## src/rtl/uart_stat_pkg.sv

```systemverilog
package uart_stat_pkg;
    localparam int WORD_W  = 16;
    localparam int ST_BASE = 8;
    localparam int NUM_ERR = 3;
    localparam int TIE_POS  = ST_BASE + 0;
    localparam int RIE_POS  = ST_BASE + 1;
    localparam int TDRE_POS = ST_BASE + 3;
    localparam int RDRF_POS = ST_BASE + 4;
    localparam int ERR_POS  = ST_BASE + 5;

    typedef enum logic {TXB_FULL = 1'b0, TXB_EMPTY = 1'b1} txb_state_e;
    typedef enum logic {RXB_EMPTY = 1'b0, RXB_FULL = 1'b1} rxb_state_e;
endpackage

```

## src/rtl/uart_st_txbuf.sv

```systemverilog
module uart_st_txbuf
    import uart_stat_pkg::*;
(
    input  logic clk,
    input  logic rst_n,
    input  logic txd_wr,
    input  logic tx_load,
    output logic empty_o
);
    txb_state_e state_q, state_d;

    always_ff @(posedge clk or negedge rst_n) begin
        if (!rst_n) state_q <= TXB_EMPTY;
        else        state_q <= state_d;
    end

    always_comb begin
        state_d = state_q;
        unique case (state_q)
            TXB_EMPTY: if (txd_wr && !tx_load) state_d = TXB_FULL;
            TXB_FULL:  if (tx_load)            state_d = TXB_EMPTY;
            default:                           state_d = TXB_EMPTY;
        endcase
    end

    always_comb empty_o = (state_q == TXB_EMPTY);

    // load wins over a simultaneous write
    a_r4_load_sets_empty: assert property (@(posedge clk) disable iff (!rst_n)
        tx_load |=> empty_o);

    a_r3_write_clears: assert property (@(posedge clk) disable iff (!rst_n)
        (txd_wr && !tx_load) |=> !empty_o);
endmodule

```

## src/rtl/uart_st_rxbuf.sv

```systemverilog
module uart_st_rxbuf
    import uart_stat_pkg::*;
(
    input  logic clk,
    input  logic rst_n,
    input  logic rx_load,
    input  logic rxd_rd,
    output logic full_o
);
    rxb_state_e state_q, state_d;

    always_ff @(posedge clk or negedge rst_n) begin
        if (!rst_n) state_q <= RXB_EMPTY;
        else        state_q <= state_d;
    end

    always_comb begin
        state_d = state_q;
        unique case (state_q)
            RXB_EMPTY: if (rx_load)            state_d = RXB_FULL;
            RXB_FULL:  if (rxd_rd && !rx_load) state_d = RXB_EMPTY;
            default:                           state_d = RXB_EMPTY;
        endcase
    end

    always_comb full_o = (state_q == RXB_FULL);


    a_r6_load_sets_full: assert property (@(posedge clk) disable iff (!rst_n)
        rx_load |=> full_o);
    a_r6_read_clears: assert property (@(posedge clk) disable iff (!rst_n)
        (rxd_rd && !rx_load) |=> !full_o);
endmodule

```

## src/rtl/uart_st_errbank.sv

```systemverilog
module uart_st_errbank #(
    parameter int N = 3
) (
    input  logic         clk,
    input  logic         rst_n,
    input  logic [N-1:0] set_i,
    input  logic         clr_i,
    output logic [N-1:0] flags_o
);
    for (genvar i = 0; i < N; i++) begin : g_err
        always_ff @(posedge clk or negedge rst_n) begin
            if (!rst_n)        flags_o[i] <= 1'b0;
            else if (set_i[i]) flags_o[i] <= 1'b1;
            else if (clr_i)    flags_o[i] <= 1'b0;
        end

        // sticky until cleared
        a_r7_sticky: assert property (@(posedge clk) disable iff (!rst_n)
            (flags_o[i] && !clr_i) |=> flags_o[i]);
        // clear, unless the same flag is being set
        a_r8_clear: assert property (@(posedge clk) disable iff (!rst_n)
            (clr_i && !set_i[i]) |=> !flags_o[i]);
    end
endmodule

```

## src/rtl/uart_stat_reg.sv

```systemverilog
module uart_stat_reg
    import uart_stat_pkg::*;
(
    input  logic               clk,
    input  logic               rst_n,
    input  logic               en_wr,
    input  logic [1:0]         en_wdata,
    input  logic               txd_wr,
    input  logic               rxd_rd,
    input  logic               ctrl_wr,
    input  logic               ctrl_errclr_bit,
    input  logic               tx_load,
    input  logic               rx_load,
    input  logic [NUM_ERR-1:0] err_set,
    output logic [WORD_W-1:0]  stat_rdata,
    output logic               tx_irq,
    output logic               rx_irq,
    output logic               rx_data_valid
);
    logic               tie_q, rie_q;
    logic               tdre, rdrf;
    logic [NUM_ERR-1:0] err_flags;
    logic               err_clr;

    always_ff @(posedge clk or negedge rst_n) begin
        if (!rst_n) begin
            tie_q <= 1'b0;
            rie_q <= 1'b0;
        end else if (en_wr) begin
            tie_q <= en_wdata[0];
            rie_q <= en_wdata[1];
        end
    end

    assign err_clr = ctrl_wr && !ctrl_errclr_bit;

    uart_st_txbuf u_tx (
        .clk(clk), .rst_n(rst_n), .txd_wr(txd_wr), .tx_load(tx_load), .empty_o(tdre)
    );

    uart_st_rxbuf u_rx (
        .clk(clk), .rst_n(rst_n), .rx_load(rx_load), .rxd_rd(rxd_rd), .full_o(rdrf)
    );

    uart_st_errbank #(.N(NUM_ERR)) u_err (
        .clk(clk), .rst_n(rst_n), .set_i(err_set), .clr_i(err_clr), .flags_o(err_flags)
    );

    always_comb begin
        stat_rdata                             = '0;
        stat_rdata[TIE_POS]                    = tie_q;
        stat_rdata[RIE_POS]                    = rie_q;
        stat_rdata[TDRE_POS]                   = tdre;
        stat_rdata[RDRF_POS]                   = rdrf;
        stat_rdata[ERR_POS +: NUM_ERR]         = err_flags;
        tx_irq        = tie_q && tdre;
        rx_irq        = rie_q && (rdrf || (|err_flags));
        rx_data_valid = rdrf && !(|err_flags);
    end

    // an enabled transmit load raises the request next cycle
    a_r5_tx_irq_on_load: assert property (@(posedge clk) disable iff (!rst_n)
        (tx_load && tie_q && !en_wr) |=> tx_irq);
    // an enabled receive load raises the request next cycle
    a_r9_rx_irq_on_load: assert property (@(posedge clk) disable iff (!rst_n)
        (rx_load && rie_q && !en_wr) |=> rx_irq);
    // an error strobe makes the data invalid next cycle
    a_r10_err_invalidates: assert property (@(posedge clk) disable iff (!rst_n)
        (|err_set) |=> !rx_data_valid);
    // bit 10 reads zero
    a_r2_unused_zero: assert property (@(posedge clk) disable iff (!rst_n)
        stat_rdata[ST_BASE+2] == 1'b0);
endmodule

```

## config.mk

```make
export PLATFORM = sky130hd
export DESIGN_NAME = uart_stat_reg
export DESIGN_NICKNAME = d
export VERILOG_FILES = /design/src/rtl/uart_stat_pkg.sv /design/src/rtl/uart_st_txbuf.sv /design/src/rtl/uart_st_rxbuf.sv /design/src/rtl/uart_st_errbank.sv /design/src/rtl/uart_stat_reg.sv
export SDC_FILE = /design/constraint.sdc
export NUM_CORES = 1
export LEC_CHECK = 0
export CORE_MARGIN = 1
export CORE_UTILIZATION = 29
export DETAILED_ROUTE_END_ITERATION = 8
export GPL_ROUTABILITY_DRIVEN = 0
export PLACE_DENSITY = 0.75
export SLEW_MARGIN = 20
export SYNTH_ARGS = -nofsm -noshare
export SYNTH_HDL_FRONTEND = slang
export SYNTH_SLANG_ARGS = --single-unit
```

## constraint.sdc

```tcl
create_clock -name clk -period 1.2 [get_ports clk]
set_input_delay 0.36 -clock clk [delete_from_list [all_inputs] [get_ports clk]]
set_output_delay 0.36 -clock clk [all_outputs]
set_load 0.1 [all_outputs]
```

Word-level counts from Yosys, hierarchy flattened --
Cells that the tools add are included.
Word-level totals: flip-flop bits (word level) 7, bits of input ports 14, output and inout bits 19, logic and storage cells 34
Operators by class: muxes and demuxes 10, bitwise logic cells 2, reductions and logical operators 15
Operators with widths (count):
- two-way mux 1 bit | 8
- logical AND 1 bit | 6
- nonzero test 2 bit | 3
- zero test 1 bit | 4
- one-hot mux 1 bit (2 select lines) | 2
- OR reduction 3 bit | 1
- NOT 1 bit | 2
- logical OR 1 bit | 1

Longest topological paths before layout --
depth in word-level cells 4, depth in mapped cells 2, gate-level depth less buffers 2

By module --
A second synthesis with hierarchy kept.
Second synthesis, totals: cell total of the unflattened synthesis 35, area, all modules 381.6 um^2
Modules (own cells, without submodules):
- uart_stat_reg | times used 1, cells an instance 22, area each 206.4 um^2, sequential area each 50.0 um^2
- uart_st_errbank | times used 1, cells an instance 7, area each 101.3 um^2, sequential area each 75.1 um^2
- uart_st_txbuf | times used 1, cells an instance 3, area each 37.5 um^2, sequential area each 26.3 um^2
- uart_st_rxbuf | times used 1, cells an instance 3, area each 36.3 um^2, sequential area each 25.0 um^2

Least setup slack after synthesis --
No wires, ideal clock.
path type register to output, from register u_err.flags_o[1], to output port rx_data_valid, arrival time 4027 ps, required time 840 ps, path slack -3187 ps, cell stages (with the launch flop) 2, buffers on the path 0, path through dfrtp_1 > nor4b_1
On the way: word-level cells in the longest chain between the ends 3
RTL lines:
- from (decl) | RTL line uart_st_errbank.sv:8 | output logic [N-1:0] flags_o
- from (signal, indexed assignment) | RTL line uart_st_errbank.sv:12 | if (!rst_n) flags_o[i] <= 1'b0;
- from (signal, indexed assignment) | RTL line uart_st_errbank.sv:13 | else if (set_i[i]) flags_o[i] <= 1'b1;
- from (signal, indexed assignment) | RTL line uart_st_errbank.sv:14 | else if (clr_i) flags_o[i] <= 1'b0;
- OR reduction 3 bit | RTL line uart_stat_reg.sv:58 | rx_data_valid = rdrf && !(|err_flags);
- zero test 1 bit | RTL line uart_stat_reg.sv:58
- logical AND 1 bit | RTL line uart_stat_reg.sv:58
- to (decl) | RTL line uart_stat_reg.sv:18 | output logic rx_data_valid
No other way between the ends.

Worst setup path in the final report --
from register u_err.flags_o[1], to output port rx_irq
On the way: word-level cells in the longest chain between the ends 3
RTL lines:
- OR reduction 3 bit | RTL line uart_stat_reg.sv:57 | rx_irq = rie_q && (rdrf || (|err_flags));
- logical OR 1 bit | RTL line uart_stat_reg.sv:57
- logical AND 1 bit | RTL line uart_stat_reg.sv:57
- to (decl) | RTL line uart_stat_reg.sv:17 | output logic rx_irq,
No other way between the ends.

==> impl_metrics.env <==
export IMPL_drtIter0Drc=2
export IMPL_finalMaxSlewViolations=0
export IMPL_layout_commonest_cell="clkdlybuf4s50_1"
export IMPL_vias_per_cell=4.024
export IMPL_p_per_area_mw_per_mm2=1278
export IMPL_num_io_pins=33
export IMPL_yosysUniqueCellTypes=12
export IMPL_grt_pass1_wl_mm=1.324
export IMPL_grt_max_degree=8
export IMPL_wl_per_cell_um=11.01
export IMPL_clk_pin_slew_worst_paths_ns=0.06
export IMPL_final_cell_area_um2=840.8
export IMPL_grt_antenna_before_repair=0
export IMPL_synthSimpleGateAreaFrac_pct=5.611
export IMPL_cp_required_ns=0.84
export IMPL_start_util_pct=32.79
export IMPL_placed_cell_area_um2=744.5
export IMPL_drc=0
export IMPL_path_max_fanout=2
export IMPL_clockBufferDepth=2
export IMPL_startpoint_type="flop"
export IMPL_die_w_um=38.16
export IMPL_rsz0062_at_grt="true"
export IMPL_p_leak_nw=0.3984
export IMPL_failed_checks="setup timing"
export IMPL_skew_ns=0
export IMPL_grt_use_total_pct=13.81
export IMPL_synth_top_family_by_area="buffers and inverters"
export IMPL_hold_viol=0
export IMPL_drt_first_pass_iters=2
export IMPL_max_cap_violations=0
export IMPL_cts_hold_buffers=0
export IMPL_cp_end_kind="primary output"
export IMPL_ys_seq_area_share_pct=46.53
export IMPL_final_antenna_net_count=0
export IMPL_setup_viol_count_final=10
export IMPL_fp_dieH_um=38.16
export IMPL_total_power_mw=1.074
export IMPL_crit_arrival_ns=1.35
export IMPL_core_mm2=0.001156
export IMPL_root_buffer="clkbuf_4"
export IMPL_finalCritPeriodShare_pct=142.3
export IMPL_fmax_mhz=585.7
export IMPL_fin_nets=83
export IMPL_final_cells=82
export IMPL_hold_ws_ns=0.3553
export IMPL_wirelength_um=903
export IMPL_die_area_mm2=0.001456
export IMPL_synth_compound_area_share_pct=13.20
export IMPL_ir_drop_mv=0.8326
export IMPL_htree_levels=1
export IMPL_utilization_pct=72.73
export IMPL_synth_seq_cells=7
export IMPL_critPathKind="flop to primary output"
export IMPL_cts_tree="built"
export IMPL_dp_cells=74
export IMPL_grt_pass1_vias=330
export IMPL_synth_area_um2=379.1
export IMPL_overflow=0
export IMPL_synth_mux_area_share_pct=5.941
export IMPL_min_path_type="input port to asynchronous set/reset pin"
export IMPL_min_period_ns=1.707
export IMPL_synth_warnings=0
export IMPL_status="finished with violations"
export IMPL_rows=12
export IMPL_antennaDiodeCount=0
export IMPL_worst_slack_ns=-0.5073
export IMPL_netlist_instances=34
export IMPL_clock_sinks=7
export IMPL_synthAdderAreaFrac_pct=0
export IMPL_clk_latency_ns=0.25
export IMPL_layout_common_cells="clkdlybuf4s50_1 (13), buf_12 (10), conb_1 (9), buf_6 (8)"
export IMPL_place_detailed_hpwl_um=659.4
export IMPL_drive_gt1_share_pct=52.94
export IMPL_portBuffers=23
export IMPL_cts_made_buffers=3
export IMPL_synth_xor_area_share_pct=0
export IMPL_synthToLayoutAreaGrowth_pct=121.8
export IMPL_syn_avg_cell_area_um2=11.15
export IMPL_num_vias=330
[path summary, 6_finish.rpt]
path,startpoint,to,slack [ns],cells past startpoint
setup / recovery,u_err.flags_o[1],rx_irq,-0.51,2
hold / removal,rst_n,tie_q,0.36,1
setup reg to reg,u_err.flags_o[2],u_err.flags_o[2],0.19,3
hold reg to reg,tie_q,tie_q,0.63,2
max in group asynchronous,rst_n,u_tx.empty_o,0.56,1
min in group clk,tie_q,tie_q,0.63,2
[through the flow]
step                worst slack, ns  setup TNS (ns)
global route                -0.5509          -2.800
CTS                         -0.5082          -2.401
global placement            -0.2799         -0.8316
detailed placement          -0.2983         -0.8708
finish                      -0.5073          -2.438
floorplan                   -0.9279          -1.495
[cell type report]
class	count	area, µm²
repair buffers	35	450.4
clock inverters	1	5.005
well taps	14	17.52
clock buffers	3	22.52
inverters	2	7.507
fillers	74	315.3
flip-flops and latches	7	182.7
multi-input cells	20	155.1
[synth_stat cells, drive strengths merged]
library cell,number,share of area (%)
dfrtp,6,40
conb,1,0.99
and2,1,1.7
o41a,1,3.0
dfstp,1,6.9
mux2,2,5.9
inv,2,2.0
nand2b,1,1.7
buf,13,26
nor4b,1,2.3
a21o,5,10
[state kept, by name (all words and copies together) (netlist names)]
signal         flops
u_rx.full_o        1
u_tx.empty_o       1
tie_q              1
rie_q              1
u_err.flags_o      3
[per-layer routing]
| metal | vias up | global-route usage (%) | routed length, µm |
|---|---|---|---|
| li1 | 157 | - | - |
| met1 | 149 | 12.55 | 287 |
| met2 | 24 | 25.42 | 508 |
| met3 | 0 | 5.233 | 108 |
| met4 | 0 | 8.036 | 0 |
| met5 | - | 0 | 0 |
[power by group]
group / internal (mW) / switching [mW] / total, mW
Sequential: 0.258 / 0.0176 / 0.276
Clock: 0.122 / 0.0964 / 0.219
Combinational: 0.209 / 0.371 / 0.580
Total: 0.589 / 0.485 / 1.07
[worst max-delay path, stage by stage (launching register included)]
cell and delay [ns]:
dfrtp_2 0.42, o41a_4 0.50, buf_12 0.17
[what timing repair did]
action | 4_1_cts | 5_1_grt
gates resized for setup | 8 | 2
buffers inserted | 2 | 3
pin swaps | 1 | 1
setup endpoints to repair | 10 | 10
[logic make-up (layout without fill, tap and decap cells)]
family                 after synthesis  in the layout
DFF                                  7              7
other                                1              9
and+or+nand+nor                      3              3
buffers and inverters               15             41
muxes                                2              2
AOI/OAI and AO/OA                    6              6
(Power assumes the default switching activity.)
